### src/rtl/seg_pkg.sv
package seg_pkg;
   localparam int UNIT_W = 8;
   localparam int ST_OVL = 0;
   localparam int ST_MIS = 1;
   localparam int ST_REJ = 2;
   localparam int ST_WRAP = 3;
   localparam int ST_W = 4;

   // window length in units; inverted or equal bounds mean empty
   function automatic logic [UNIT_W-1:0] seg_len(input logic [UNIT_W-1:0] e,
                                                 input logic [UNIT_W-1:0] s);
      return (e > s) ? (e - s) : '0;
   endfunction

   function automatic logic is_pow2(input logic [UNIT_W-1:0] v);
      return (v != '0) && ((v & (v - 1'b1)) == '0);
   endfunction
endpackage

### src/rtl/seg_umod.sv
// Unrolled restoring remainder: one compare-subtract stage per numerator bit.
module seg_umod #(
   parameter int NW = 9,
   parameter int DW = 8
) (
   input  logic [NW-1:0] num,
   input  logic [DW-1:0] den,
   output logic [DW-1:0] rem
);
   logic [DW-1:0] r [NW+1];
   assign r[0] = '0;

   for (genvar g = 0; g < NW; g++) begin : g_stage
      logic [DW:0] t;
      assign t = {r[g], num[NW-1-g]};
      assign r[g+1] = (t >= {1'b0, den}) ? DW'(t - {1'b0, den}) : DW'(t);
   end

   assign rem = (den == '0) ? '0 : r[NW];
endmodule

### src/rtl/seg_off_wrap.sv
module seg_off_wrap
   import seg_pkg::*;
#(
   parameter int ADDR_W  = 32,
   parameter int UNIT_SH = 23,
   parameter bit NPOT    = 1'b1
) (
   input  logic [ADDR_W-1:0] off,
   input  logic [UNIT_W-1:0] size_u,
   output logic [ADDR_W-1:0] off_o,
   output logic              over
);
   localparam int HW = ADDR_W - UNIT_SH;

   logic [HW-1:0] hi, hi_mask, hi_new;
   logic          p2;

   assign hi      = off[ADDR_W-1:UNIT_SH];
   assign p2      = is_pow2(size_u);
   assign hi_mask = hi & HW'(size_u - 1'b1);
   assign over    = (HW'(size_u) <= hi);

   if (NPOT) begin : g_npot
      logic [UNIT_W-1:0] rem;
      seg_umod #(.NW(HW), .DW(UNIT_W)) u_mod (.num(hi), .den(size_u), .rem(rem));
      assign hi_new = p2 ? hi_mask : HW'(rem);
   end else begin : g_mask
      assign hi_new = hi_mask;
   end

   assign off_o = (size_u == '0) ? '0 : {hi_new, off[UNIT_SH-1:0]};
endmodule

### src/rtl/seg_wr_check.sv
module seg_wr_check
   import seg_pkg::*;
#(
   parameter int NUM_CS = 5,
   parameter int BASE_U = 'h40,
   parameter int WIN_U  = 32,
   parameter bit NPOT   = 1'b1,
   localparam int CSW   = (NUM_CS > 1) ? $clog2(NUM_CS) : 1
) (
   input  logic [CSW-1:0]         cs,
   input  logic [15:0]            wfield,
   input  logic [NUM_CS*16-1:0]   seg_hi,
   output logic [15:0]            store_hi,
   output logic                   reject,
   output logic                   misalign,
   output logic                   overlap
);
   localparam logic [9:0] BASE10  = 10'(BASE_U);
   localparam logic [9:0] LIMIT10 = 10'(BASE_U + WIN_U);

   logic [UNIT_W-1:0] ne, ns, len, rem;
   logic [NUM_CS-1:0] hit;

   assign ne       = wfield[15:8];
   assign ns       = (cs == '0) ? UNIT_W'(BASE_U) : wfield[7:0];
   assign store_hi = {ne, ns};
   assign len      = seg_len(ne, ns);
   assign reject   = ({2'b0, ne} <= BASE10) || ({2'b0, ns} > LIMIT10);

   if (NPOT) begin : g_npot
      seg_umod #(.NW(UNIT_W), .DW(UNIT_W)) u_mod (.num(ns), .den(len), .rem(rem));
   end else begin : g_mask
      assign rem = ns & (len - 1'b1);
   end
   assign misalign = (len != '0) && (rem != '0);

   for (genvar j = 0; j < NUM_CS; j++) begin : g_ovl
      logic [UNIT_W-1:0] oe, os;
      assign oe = seg_hi[j*16+8 +: 8];
      assign os = seg_hi[j*16 +: 8];
      assign hit[j] = (cs != CSW'(j)) && (len != '0) && (seg_len(oe, os) != '0)
                      && (ns < oe) && (os < ne);
   end
   assign overlap = |hit;
endmodule

### src/rtl/seg_addr_dec.sv
module seg_addr_dec
   import seg_pkg::*;
#(
   parameter int NUM_CS  = 5,
   parameter int ADDR_W  = 32,
   parameter int UNIT_SH = 23
) (
   input  logic [ADDR_W-1:0]    addr,
   input  logic [NUM_CS*16-1:0] seg_hi,
   output logic [NUM_CS-1:0]    sel,
   output logic [ADDR_W-1:0]    off
);
   localparam int HW = ADDR_W - UNIT_SH;

   logic [HW-1:0]     au;
   logic [NUM_CS-1:0] hit;
   logic [ADDR_W-1:0] offs [NUM_CS];

   assign au = addr[ADDR_W-1:UNIT_SH];

   for (genvar i = 0; i < NUM_CS; i++) begin : g_win
      logic [UNIT_W-1:0] e, s;
      assign e = seg_hi[i*16+8 +: 8];
      assign s = seg_hi[i*16 +: 8];
      assign hit[i]  = (HW'(s) <= au) && (au < HW'(e));
      assign offs[i] = addr - (ADDR_W'(s) << UNIT_SH);
   end

   // lowest index wins when windows overlap
   always_comb begin
      logic found;
      found = 1'b0;
      sel   = '0;
      off   = '0;
      for (int i = 0; i < NUM_CS; i++) begin
         if (hit[i] && !found) begin
            sel[i] = 1'b1;
            off    = offs[i];
            found  = 1'b1;
         end
      end
   end
endmodule

### src/rtl/seg_window_dec.sv
module seg_window_dec
   import seg_pkg::*;
#(
   parameter int NUM_CS  = 5,
   parameter int ADDR_W  = 32,
   parameter int UNIT_SH = 23,
   parameter int BASE_U  = 'h40,
   parameter int WIN_U   = 32,
   parameter int CS0_U   = 8,
   parameter int CSN_U   = 4,
   parameter bit NPOT    = 1'b1,
   localparam int CSW    = (NUM_CS > 1) ? $clog2(NUM_CS) : 1,
   localparam int RAW    = $clog2(NUM_CS + 1)
) (
   input  logic              clk,
   input  logic              rst_n,
   input  logic              reg_wr,
   input  logic [RAW-1:0]    reg_addr,
   input  logic [31:0]       reg_wdata,
   output logic [31:0]       reg_rdata,
   input  logic              dec_req,
   input  logic [ADDR_W-1:0] dec_addr,
   output logic              dec_vld,
   output logic [NUM_CS-1:0] dec_sel,
   output logic [ADDR_W-1:0] dec_off,
   input  logic              acc_req,
   input  logic [CSW-1:0]    acc_cs,
   input  logic [ADDR_W-1:0] acc_off,
   output logic              acc_vld,
   output logic [ADDR_W-1:0] acc_off_q
);
   // elaboration-time parameter checks
   if (NUM_CS < 1) begin : g_bad_cs
      $error("NUM_CS must be at least 1");
   end
   if (ADDR_W - UNIT_SH < UNIT_W) begin : g_bad_aw
      $error("ADDR_W must leave at least 8 unit bits above UNIT_SH");
   end
   if (BASE_U + CS0_U + (NUM_CS - 1) * CSN_U > 255) begin : g_bad_dflt
      $error("default windows exceed the 8-bit unit field");
   end

   logic [31:0]          seg_q [NUM_CS];
   logic [NUM_CS*16-1:0] seg_hi;
   logic [NUM_CS*32-1:0] seg_flat;
   logic [ST_W-1:0]      stat_q, stat_set, stat_clr;

   for (genvar i = 0; i < NUM_CS; i++) begin : g_flat
      assign seg_hi[i*16 +: 16]   = seg_q[i][31:16];
      assign seg_flat[i*32 +: 32] = seg_q[i];
   end

   // ---------------- register write path ----------------
   logic [CSW-1:0] wcs;
   logic [31:0]    cur;
   logic           wsel, wstat, differs;
   logic [15:0]    store_hi;
   logic           f_rej, f_mis, f_ovl, wdo;

   assign wcs = CSW'(reg_addr);

   always_comb begin
      wsel = 1'b0;
      cur  = '0;
      for (int i = 0; i < NUM_CS; i++) begin
         if (reg_addr == RAW'(i)) begin
            wsel = reg_wr;
            cur  = seg_q[i];
         end
      end
   end

   assign wstat   = reg_wr && (reg_addr == RAW'(NUM_CS));
   assign differs = (reg_wdata != cur);
   assign wdo     = wsel && differs;

   seg_wr_check #(
      .NUM_CS(NUM_CS), .BASE_U(BASE_U), .WIN_U(WIN_U), .NPOT(NPOT)
   ) u_wchk (
      .cs(wcs), .wfield(reg_wdata[31:16]), .seg_hi(seg_hi),
      .store_hi(store_hi), .reject(f_rej), .misalign(f_mis), .overlap(f_ovl)
   );

   for (genvar i = 0; i < NUM_CS; i++) begin : g_seg
      localparam int S = (i == 0) ? BASE_U : BASE_U + CS0_U + (i - 1) * CSN_U;
      localparam int E = S + ((i == 0) ? CS0_U : CSN_U);
      always_ff @(posedge clk) begin
         if (!rst_n)
            seg_q[i] <= {8'(E), 8'(S), 16'h0};
         else if (wdo && (wcs == CSW'(i)) && !f_rej)
            seg_q[i] <= {store_hi, 16'h0};
      end
   end

   // ---------------- flash access folding ----------------
   logic [UNIT_W-1:0] acc_sz;
   logic [ADDR_W-1:0] acc_fold;
   logic              acc_over;

   always_comb begin
      acc_sz = '0;
      for (int i = 0; i < NUM_CS; i++)
         if (acc_cs == CSW'(i)) acc_sz = seg_len(seg_q[i][31:24], seg_q[i][23:16]);
   end

   seg_off_wrap #(.ADDR_W(ADDR_W), .UNIT_SH(UNIT_SH), .NPOT(NPOT)) u_wrap (
      .off(acc_off), .size_u(acc_sz), .off_o(acc_fold), .over(acc_over)
   );

   always_ff @(posedge clk) begin
      if (!rst_n) begin
         acc_vld   <= 1'b0;
         acc_off_q <= '0;
      end else begin
         acc_vld   <= acc_req;
         acc_off_q <= acc_req ? acc_fold : '0;
      end
   end

   // ---------------- system decode ----------------
   logic [NUM_CS-1:0] sel_c;
   logic [ADDR_W-1:0] off_c;

   seg_addr_dec #(.NUM_CS(NUM_CS), .ADDR_W(ADDR_W), .UNIT_SH(UNIT_SH)) u_dec (
      .addr(dec_addr), .seg_hi(seg_hi), .sel(sel_c), .off(off_c)
   );

   always_ff @(posedge clk) begin
      if (!rst_n) begin
         dec_vld <= 1'b0;
         dec_sel <= '0;
         dec_off <= '0;
      end else begin
         dec_vld <= dec_req;
         dec_sel <= dec_req ? sel_c : '0;
         dec_off <= dec_req ? off_c : '0;
      end
   end

   // ---------------- sticky status ----------------
   always_comb begin
      stat_set          = '0;
      stat_set[ST_OVL]  = wdo && !f_rej && f_ovl;
      stat_set[ST_MIS]  = wdo && !f_rej && f_mis;
      stat_set[ST_REJ]  = wdo && f_rej;
      stat_set[ST_WRAP] = acc_req && acc_over;
      stat_clr          = wstat ? reg_wdata[ST_W-1:0] : '0;
   end

   always_ff @(posedge clk) begin
      if (!rst_n) stat_q <= '0;
      else        stat_q <= (stat_q & ~stat_clr) | stat_set;
   end

   // ---------------- read mux ----------------
   always_comb begin
      reg_rdata = '0;
      for (int i = 0; i < NUM_CS; i++)
         if (reg_addr == RAW'(i)) reg_rdata = seg_q[i];
      if (reg_addr == RAW'(NUM_CS)) reg_rdata = 32'(stat_q);
   end
endmodule

### config.mk
export PLATFORM = sky130hd
export DESIGN_NAME = seg_window_dec
export DESIGN_NICKNAME = d
export VERILOG_FILES = /design/src/rtl/seg_pkg.sv /design/src/rtl/seg_umod.sv /design/src/rtl/seg_off_wrap.sv /design/src/rtl/seg_wr_check.sv /design/src/rtl/seg_addr_dec.sv /design/src/rtl/seg_window_dec.sv
export SDC_FILE = /design/constraint.sdc
export NUM_CORES = 1
export LEC_CHECK = 0
export ABC_AREA = 1
export BUFFER_PORTS_ARGS = -buffer_cell sky130_fd_sc_hd__clkbuf_2
export CAP_MARGIN = 10
export CELL_PAD_IN_SITES_DETAIL_PLACEMENT = 1
export CELL_PAD_IN_SITES_GLOBAL_PLACEMENT = 1
export CORE_ASPECT_RATIO = 1.5
export CORE_UTILIZATION = 48
export CTS_CLUSTER_SIZE = 28
export DETAILED_ROUTE_END_ITERATION = 16
export PLACE_DENSITY_LB_ADDON = 0.1
export SLEW_MARGIN = 10
export SYNTH_ARGS = -nofsm -noshare
export SYNTH_HDL_FRONTEND = slang
export SYNTH_SLANG_ARGS = --single-unit
### constraint.sdc
create_clock -name clk -period 31.6 [get_ports clk]
set_input_delay 6.32 -clock clk [delete_from_list [all_inputs] [get_ports clk]]
set_output_delay 6.32 -clock clk [all_outputs]
set_load 0.1 [all_outputs]
==> results.sh, run 1 <==
export IMPL_outcome="completed"
export IMPL_core_area_mm2=0.0428
export IMPL_r2r_slack_ps=11090
export IMPL_cp_end_kind="flop"
export IMPL_start_util=0.486
export IMPL_hold_path_end="stat_q[1]$_SDFF_PN0_"
export IMPL_cpMaxStageDelayCell="nand2_1"
export IMPL_row_count=93
export IMPL_ctsHoldBuffers=0
export IMPL_syn_cell_area_mm2=0.0208
export IMPL_place_area_mm2=0.0225
export IMPL_synth_seq_cells=155
export IMPL_io_buffers=197
export IMPL_htree_levels=4
export IMPL_yosys_top_cells_count="579 x nand2_1, 484 x inv_1, 372 x ha_1"
export IMPL_numClockSinks=155
export IMPL_layout_drive_gt1_share=0.115
export IMPL_seqCellArea_mm2=0.00390
export IMPL_synth_most_common_cell="nand2_1"
export IMPL_crit_top_cell="a21oi_1"
export IMPL_die_area_mm2=0.0442
export IMPL_synth_seq_area_share=0.188
export IMPL_crit_required_ps=31950
export IMPL_multi_input_area_mm2=0.0149
export IMPL_vias=21900
export IMPL_slew_violations=0
export IMPL_io_pins=210
export IMPL_worst_pin_slew_ps=1070
export IMPL_fin_crit_sh=0.836
export IMPL_gp_congestion=0.945
export IMPL_hold_viol=0
export IMPL_min_from="stat_q[1]$_SDFF_PN0_"
export IMPL_fmax_mhz=37.8
export IMPL_grt_max_degree=33
export IMPL_die_h_um=257
export IMPL_drtPass1Iterations=5
export IMPL_cts_root_buffer="clkbuf_16"
export IMPL_cap_violations=0
export IMPL_cts_made_buffers=17
export IMPL_syn_inst=2955
export IMPL_area_growth_pct=11.3
export IMPL_hold_depth=2
export IMPL_synth_area_per_cell_um2=7.04
export IMPL_yosysTopAreaCellShare=0.224
export IMPL_rsz0062_at_grt="no"
export IMPL_overflow=0
export IMPL_maxSlewHeadroom=0.287
export IMPL_setup_violations_final=0
export IMPL_final_cell_area_mm2=0.0232
export IMPL_cts_tree="built"
export IMPL_synth_ff_type="edfxtp_1"
export IMPL_rr_worst_depth=124
export IMPL_drt_iter0_markers=1097
export IMPL_synthTopCellsByArea="ha_1 22%, edfxtp_1 12%, nand2_1 10%, inv_1 8.7%, dfxtp_1 7.2%"
export IMPL_antenna_found_initial=2
export IMPL_ys_async_sr_fraction=0
export IMPL_wl_per_cell_um=22.2
export IMPL_cts_setup_buffers=0
export IMPL_drt_vias_per_instance=5.82
export IMPL_ctsResizeCount=0
export IMPL_dpl_hpwl_mm=68.1
export IMPL_nNetsFinal=3680
export IMPL_synth_area_leader_cell="ha_1"
export IMPL_startpoint_type="input port"
export IMPL_reg2reg_to="acc_off_q[23]$_SDFF_PP0_"
export IMPL_fin_worst_skew_ps=22.6
export IMPL_crit_family="compound AO/OA/AOI/OAI gates"
export IMPL_min_period_ps=26430
export IMPL_critPathMaxFanout=18
export IMPL_r2r_start="seg_q[1][0]$_SDFFCE_PN0P_"
export IMPL_clock_path_buffers=2
export IMPL_drcViolationCount=0
export IMPL_synth_cell_type_count=66
export IMPL_ant_nets=0
export IMPL_grt_pass1_wl_mm=128
export IMPL_crit_type="input port to flop"
export IMPL_insertion_delay_ps=480
export IMPL_critPathMaxStageDelay_ps=720
export IMPL_globalRouteTotalUtil=0.384
export IMPL_die_w_um=172
export IMPL_worst_path_buf_inv=22
export IMPL_tns_ps=0
export IMPL_holdCritPathClass="flop to flop"
export IMPL_fillers=5807
export IMPL_cp_num_cells=131
export IMPL_wl_mm=83.5
export IMPL_clk_pin_slew_ps=80
export IMPL_cp_arrival_ps=26770
export IMPL_grt_pass1_vias=23500
export IMPL_yosys_warnings=0
export IMPL_synth_edf_count=80
worst max-delay path by stage:
stage                 from                    to  slack (ps)
4_1_cts        reg_addr[1]  stat_q[1]$_SDFF_PN0_        5180
2_1_floorplan  reg_addr[1]  stat_q[1]$_SDFF_PN0_        8160
6_report       reg_addr[1]  stat_q[1]$_SDFF_PN0_        5170
5_1_grt        reg_addr[1]  stat_q[1]$_SDFF_PN0_        2840
3_3_place_gp   reg_addr[1]  stat_q[1]$_SDFF_PN0_        5360
3_5_place_dp   reg_addr[1]  stat_q[1]$_SDFF_PN0_        4780
layer usage:
metal	track usage	part of all wire	routed length, um	vias to the layer above
met3	0.0724	0.053	4440	422
met2	0.680	0.49	41300	811
li1	-	-	-	10200
met1	0.376	0.35	29300	10400
met4	0.338	0.10	8420	0
met5	0	0	0	-
layout make-up:
class	instances	area share
Timing Repair Buffer	216	0.0496
Clock buffer	17	0.0184
Sequential cell	155	0.169
Clock inverter	15	0.00724
Multi-Input combinational cell	2274	0.642
Tap cell	570	0.0308
Antenna cell	2	0.000216
Inverter	512	0.0831
layout by cell type (no fill, tap or decap), drive strengths merged, types with 3 or more instances in the layout:
cell	Yosys	final
nand2	612	612
inv	504	513
ha	372	372
nor2	319	319
a21oi	221	221
clkbuf	18	214
o21ai	127	127
nand3	126	126
xor2	84	84
nand4	82	82
edfxtp	80	80
dfxtp	75	75
xnor2	45	45
a31oi	30	30
fa	25	25
conb	2	24
nor3	24	24
o22ai	19	19
o21bai	19	19
buf	18	19
or2	19	19
nor4	17	17
o21a	16	16
clkinv	8	14
a221oi	13	13
a21o	12	12
o211ai	12	12
nand3b	11	11
a211oi	9	9
a2111oi	5	5
o31ai	4	4
and2	4	4
a21boi	4	4
o311ai	3	3
per-stage QoR:
stage / std cells / util / setup WS (ps) / hold slack [ps]
2_1_floorplan: 2977 / - / 8160 / 443
3_3_place_gp: 3726 / 0.526 / 5360 / 464
3_5_place_dp: 3726 / 0.526 / 4780 / 465
4_1_cts: 3758 / 0.540 / 5180 / 483
5_1_grt: 3759 / 0.541 / 2840 / 506
6_report: 3761 / 0.541 / 5170 / 479
tightest hold or removal path: cells and delay by family (launching register included):
family	cells	cell delay, ps
flops	1	320
simple gates	1	60
compound gates	1	60
state kept, by name, summed over array words and instances (netlist names):
name       count
seg_q         80
acc_off_q     32
dec_vld        1
dec_sel        5
acc_vld        1
stat_q         4
dec_off       32
logic make-up (layout without fill, tap and decap cells):
group / after synthesis / in the layout / share of synthesized area
AOI/OAI and AO/OA: 504 / 504 / 0.141
xor gates and xnor gates: 129 / 129 / 0.0543
adders and majority gates: 397 / 397 / 0.248
buffers and inverters: 548 / 760 / 0.102
DFF: 155 / 155 / 0.188
muxes: 1 / 1 / 0.000481
other: 2 / 26 / 0.000361
and+or+nand+nor: 1219 / 1219 / 0.267
Power of run 1 is left out: the tool's default activity adds up to more than one toggle a clock period on the data nets, which glitch-free logic cannot reach.
==> inputs of run 2 (changes only) <==
- CORE_UTILIZATION: 48 -> 45
- clock period: 31.6 -> 24.7 ns (I/O delays scaled with it)
==> results.sh, run 2 (synthesis gave the netlist of run 1 again) <==
export IMPL_drcViolationCount=0
export IMPL_grt_pass1_vias=23000
export IMPL_drt_vias_per_instance=5.67
export IMPL_area_growth_pct=12.2
export IMPL_fillers=6114
export IMPL_multi_input_area_mm2=0.0150
export IMPL_setup_violations_final=0
export IMPL_place_inst=3758
export IMPL_mostFrequentLayoutCells="578 x nand2_1, 483 x inv_1, 372 x ha_1"
export IMPL_fmax_mhz=43.9
export IMPL_clock_path_buffers=2
export IMPL_maxSlewHeadroom=0.179
export IMPL_io_pins=210
export IMPL_nNetsFinal=3697
export IMPL_startpoint_type="input port"
export IMPL_drtPass1Iterations=8
export IMPL_crit_family="compound AO/OA/AOI/OAI gates"
export IMPL_htree_levels=4
export IMPL_layout_drive_gt1_share=0.124
export IMPL_hold_viol=0
export IMPL_crit_required_ps=25080
export IMPL_holdCritPathClass="flop to flop"
export IMPL_layout_cells_non_filler=3794
export IMPL_outcome="completed"
export IMPL_startpoint="acc_cs[2]"
export IMPL_die_h_um=265
export IMPL_cp_arrival_ps=23170
export IMPL_worst_path_buf_inv=12
export IMPL_r2r_slack_ps=4920
export IMPL_wl_mm=82.8
export IMPL_worst_pin_slew_ps=1230
export IMPL_io_buffers=197
export IMPL_row_count=96
export IMPL_die_area_mm2=0.0471
export IMPL_top_regs="seg_q x80, acc_off_q x32, dec_off x32"
export IMPL_antenna_found_initial=0
export IMPL_globalRouteTotalUtil=0.356
export IMPL_grt_pass1_wl_mm=127
export IMPL_overflow=0
export IMPL_critPathMaxStageDelay_ps=540
export IMPL_wl_per_cell_um=21.8
export IMPL_seqCellArea_mm2=0.00390
export IMPL_grt_max_degree=33
export IMPL_post_route_util=0.511
export IMPL_fin_crit_sh=0.923
export IMPL_cpMaxStageDelayCell="o311ai_1"
export IMPL_slew_violations=0
export IMPL_fin_worst_skew_ps=15.4
export IMPL_r2r_start="seg_q[1][0]$_SDFFCE_PN0P_"
export IMPL_cap_violations=0
export IMPL_die_w_um=178
export IMPL_diodes=0
export IMPL_min_from="stat_q[1]$_SDFF_PN0_"
export IMPL_cts_tree="built"
export IMPL_insertion_delay_ps=480
export IMPL_cts_made_buffers=17
export IMPL_critPathMaxFanout=12
export IMPL_core_area_mm2=0.0456
export IMPL_crit_top_cell="nand2_1"
export IMPL_crit_type="input port to flop"
export IMPL_gp_congestion=1.00
export IMPL_numClockSinks=155
export IMPL_cts_root_buffer="clkbuf_16"
export IMPL_ant_nets=0
export IMPL_largest_reg_flops=80
export IMPL_start_util=0.456
export IMPL_cp_end_kind="flop"
export IMPL_vias=21500
export IMPL_drt_iter0_markers=1096
export IMPL_max_flop_register="seg_q"
export IMPL_min_period_ps=22790
export IMPL_final_common_cell="nand2_1"
export IMPL_tns_ps=0
export IMPL_dpl_hpwl_mm=68.1
export IMPL_clk_pin_slew_ps=80
run 2: cell count changes in the layout (fill, tap and decap cells not counted), moves of 3 or more:
cell,before,now
o21ai_0,110,106
nor2_2,9,12
buf_4,18,35
inv_4,1,4
nor2_1,302,299
run 2: cell type report:
cell class | instances | area share
multi-input combinational | 2275 | 0.641
sequential | 155 | 0.167
timing repair buffer | 232 | 0.0535
tap | 588 | 0.0315
clock inverter | 14 | 0.00622
inverter | 512 | 0.0825
clock buffer | 18 | 0.0184
run 2: per-layer routing:
metal  GRT usage  part of all wire  up-vias
met3      0.0500             0.044      350
met5           0                 0        -
met1       0.357              0.36    10200
met4       0.296             0.094        0
met2       0.644              0.50      688
li1            -                 -    10300
run 2: timing repair:
action	4_1_cts	5_1_grt
gates resized for setup	0	22
buffers inserted	0	3
setup endpoints to repair	0	9
hold endpoints to repair	0	0
hold buffers	0	0
run 2: final timing paths:
kind | end | cells past startpoint
worst max-delay path | acc_off_q[23]$_SDFF_PP0_ | 117
worst min-delay path | stat_q[1]$_SDFF_PN0_ | 2
worst max register to register | acc_off_q[23]$_SDFF_PP0_ | 122
worst min register to register | stat_q[1]$_SDFF_PN0_ | 2
run 2: worst min-delay path, stage by stage, from the launching register on:
cell and delay, ps:
dfxtp_1 320, nand2_1 60, a21oi_1 50
run 2: metrics by stage:
step           worst slack, ps  cell area [um^2]  hold slack (ps)
2_1_floorplan             2640             20900              443
3_3_place_gp              1260             22700              461
3_5_place_dp               343             22700              463
4_1_cts                    786             23200              475
5_1_grt                  -2.49             23300              504
6_report                  1910             23300              472
Power of run 2 is left out for the same reason.
==> inputs of run 3 (changes only) <==
- CTS_BUF_LIST: default -> sky130_fd_sc_hd__clkbuf_4 sky130_fd_sc_hd__clkbuf_8
==> results.sh, run 3 (synthesis gave the netlist of run 1 again) <==
export IMPL_dp_slack_ps=343
export IMPL_fillers=6142
export IMPL_multi_input_area_mm2=0.0149
export IMPL_htree_levels=4
export IMPL_ctsHoldBuffers=0
export IMPL_fin_crit_sh=0.921
export IMPL_numClockSinks=155
export IMPL_insertion_delay_ps=530
export IMPL_nNetsFinal=3697
export IMPL_layout_drive_gt1_share=0.123
export IMPL_critPathMaxFanout=12
export IMPL_grt_pass1_vias=23000
export IMPL_layout_cells_non_filler=3795
export IMPL_cp_end_kind="flop"
export IMPL_drt_iter0_markers=1043
export IMPL_fin_worst_skew_ps=24.7
export IMPL_io_buffers=197
export IMPL_startpoint_type="input port"
export IMPL_vias=21400
export IMPL_ant_nets=0
export IMPL_crit_top_cell="nand2_1"
export IMPL_cpMaxStageDelayCell="o31ai_1"
export IMPL_gp_congestion=1.00
export IMPL_grt_pass1_wl_mm=126
export IMPL_drtPass1Iterations=6
export IMPL_clk_pin_slew_ps=110
export IMPL_dpl_hpwl_mm=68.1
export IMPL_core_area_mm2=0.0456
export IMPL_overflow=0
export IMPL_final_common_cell="nand2_1"
export IMPL_slew_violations=0
export IMPL_mostFrequentLayoutCells="578 x nand2_1, 484 x inv_1, 372 x ha_1"
export IMPL_cap_violations=0
export IMPL_postLayoutSetupSlackWorst_ps=1940
export IMPL_wl_mm=82.4
export IMPL_antenna_found_initial=2
export IMPL_wl_per_cell_um=21.7
export IMPL_setup_violations_final=0
export IMPL_row_count=96
export IMPL_cts_made_buffers=17
export IMPL_die_area_mm2=0.0471
export IMPL_hold_viol=0
export IMPL_start_util=0.456
export IMPL_worst_pin_slew_ps=1140
export IMPL_io_pins=210
export IMPL_whs_ps=477
export IMPL_critPathMaxStageDelay_ps=430
export IMPL_fmax_mhz=43.9
export IMPL_die_w_um=178
export IMPL_maxSlewHeadroom=0.236
export IMPL_max_flop_register="seg_q"
export IMPL_cts_tree="built"
export IMPL_crit_required_ps=25140
export IMPL_largest_reg_flops=80
export IMPL_post_route_util=0.507
export IMPL_place_inst=3758
export IMPL_crit_type="input port to flop"
export IMPL_drcViolationCount=0
export IMPL_cp_arrival_ps=23200
export IMPL_die_h_um=265
export IMPL_min_period_ps=22760
export IMPL_seqCellArea_mm2=0.00390
export IMPL_area_growth_pct=11.2
export IMPL_outcome="completed"
export IMPL_drt_vias_per_instance=5.65
export IMPL_clock_path_buffers=2
export IMPL_top_regs="seg_q x80, acc_off_q x32, dec_off x32"
export IMPL_holdCritPathClass="flop to flop"
export IMPL_globalRouteTotalUtil=0.353
export IMPL_grt_max_degree=33
export IMPL_cts_root_buffer="clkbuf_8"
run 3: through the flow:
stage | setup TNS, ps | instance area, um^2
2_1_floorplan | 0 | 20900
3_3_place_gp | 0 | 22700
3_5_place_dp | 0 | 22700
4_1_cts | 0 | 23100
5_1_grt | -34.7 | 23100
6_report | 0 | 23100
run 3: final timing paths:
| check | start | endpoint | slack [ps] | cells past startpoint |
|---|---|---|---|---|
| setup reg to reg | seg_q[1][0]$_SDFFCE_PN0P_ | acc_off_q[23]$_SDFF_PP0_ | 4900 | 122 |
| hold reg to reg | stat_q[1]$_SDFF_PN0_ | stat_q[1]$_SDFF_PN0_ | 480 | 2 |
| setup / recovery | acc_cs[2] | acc_off_q[23]$_SDFF_PP0_ | 1940 | 118 |
| hold / removal | stat_q[1]$_SDFF_PN0_ | stat_q[1]$_SDFF_PN0_ | 480 | 2 |
run 3: what timing repair did:
action	CTS	global route
resized for setup	0	15
buffers inserted	0	3
endpoints found under the setup margin	0	9
run 3: layout make-up:
class | count | share of cell area
Timing Repair Buffer | 232 | 0.0540
Antenna cell | 1 | 0.000108
Clock buffer | 18 | 0.0104
Multi-Input combinational cell | 2275 | 0.645
Tap cell | 588 | 0.0318
Inverter | 512 | 0.0833
Clock inverter | 14 | 0.00627
Sequential cell | 155 | 0.169
run 3: worst max-delay path: cells and delay by family:
kind                       cells  cell delay (ps)
AOI/OAI and AO/OA             37             7460
adders and majority gates      9             2960
and+or+nand+nor               60             6320
buffers and inverters         12             1430
run 3: metal layers:
layer	vias up	share of wire	track usage
li1	10300	-	-
met1	10200	0.36	0.355
met2	666	0.50	0.637
met3	342	0.043	0.0517
met4	0	0.096	0.294
met5	-	0	0
Power of run 3 is left out for the same reason.
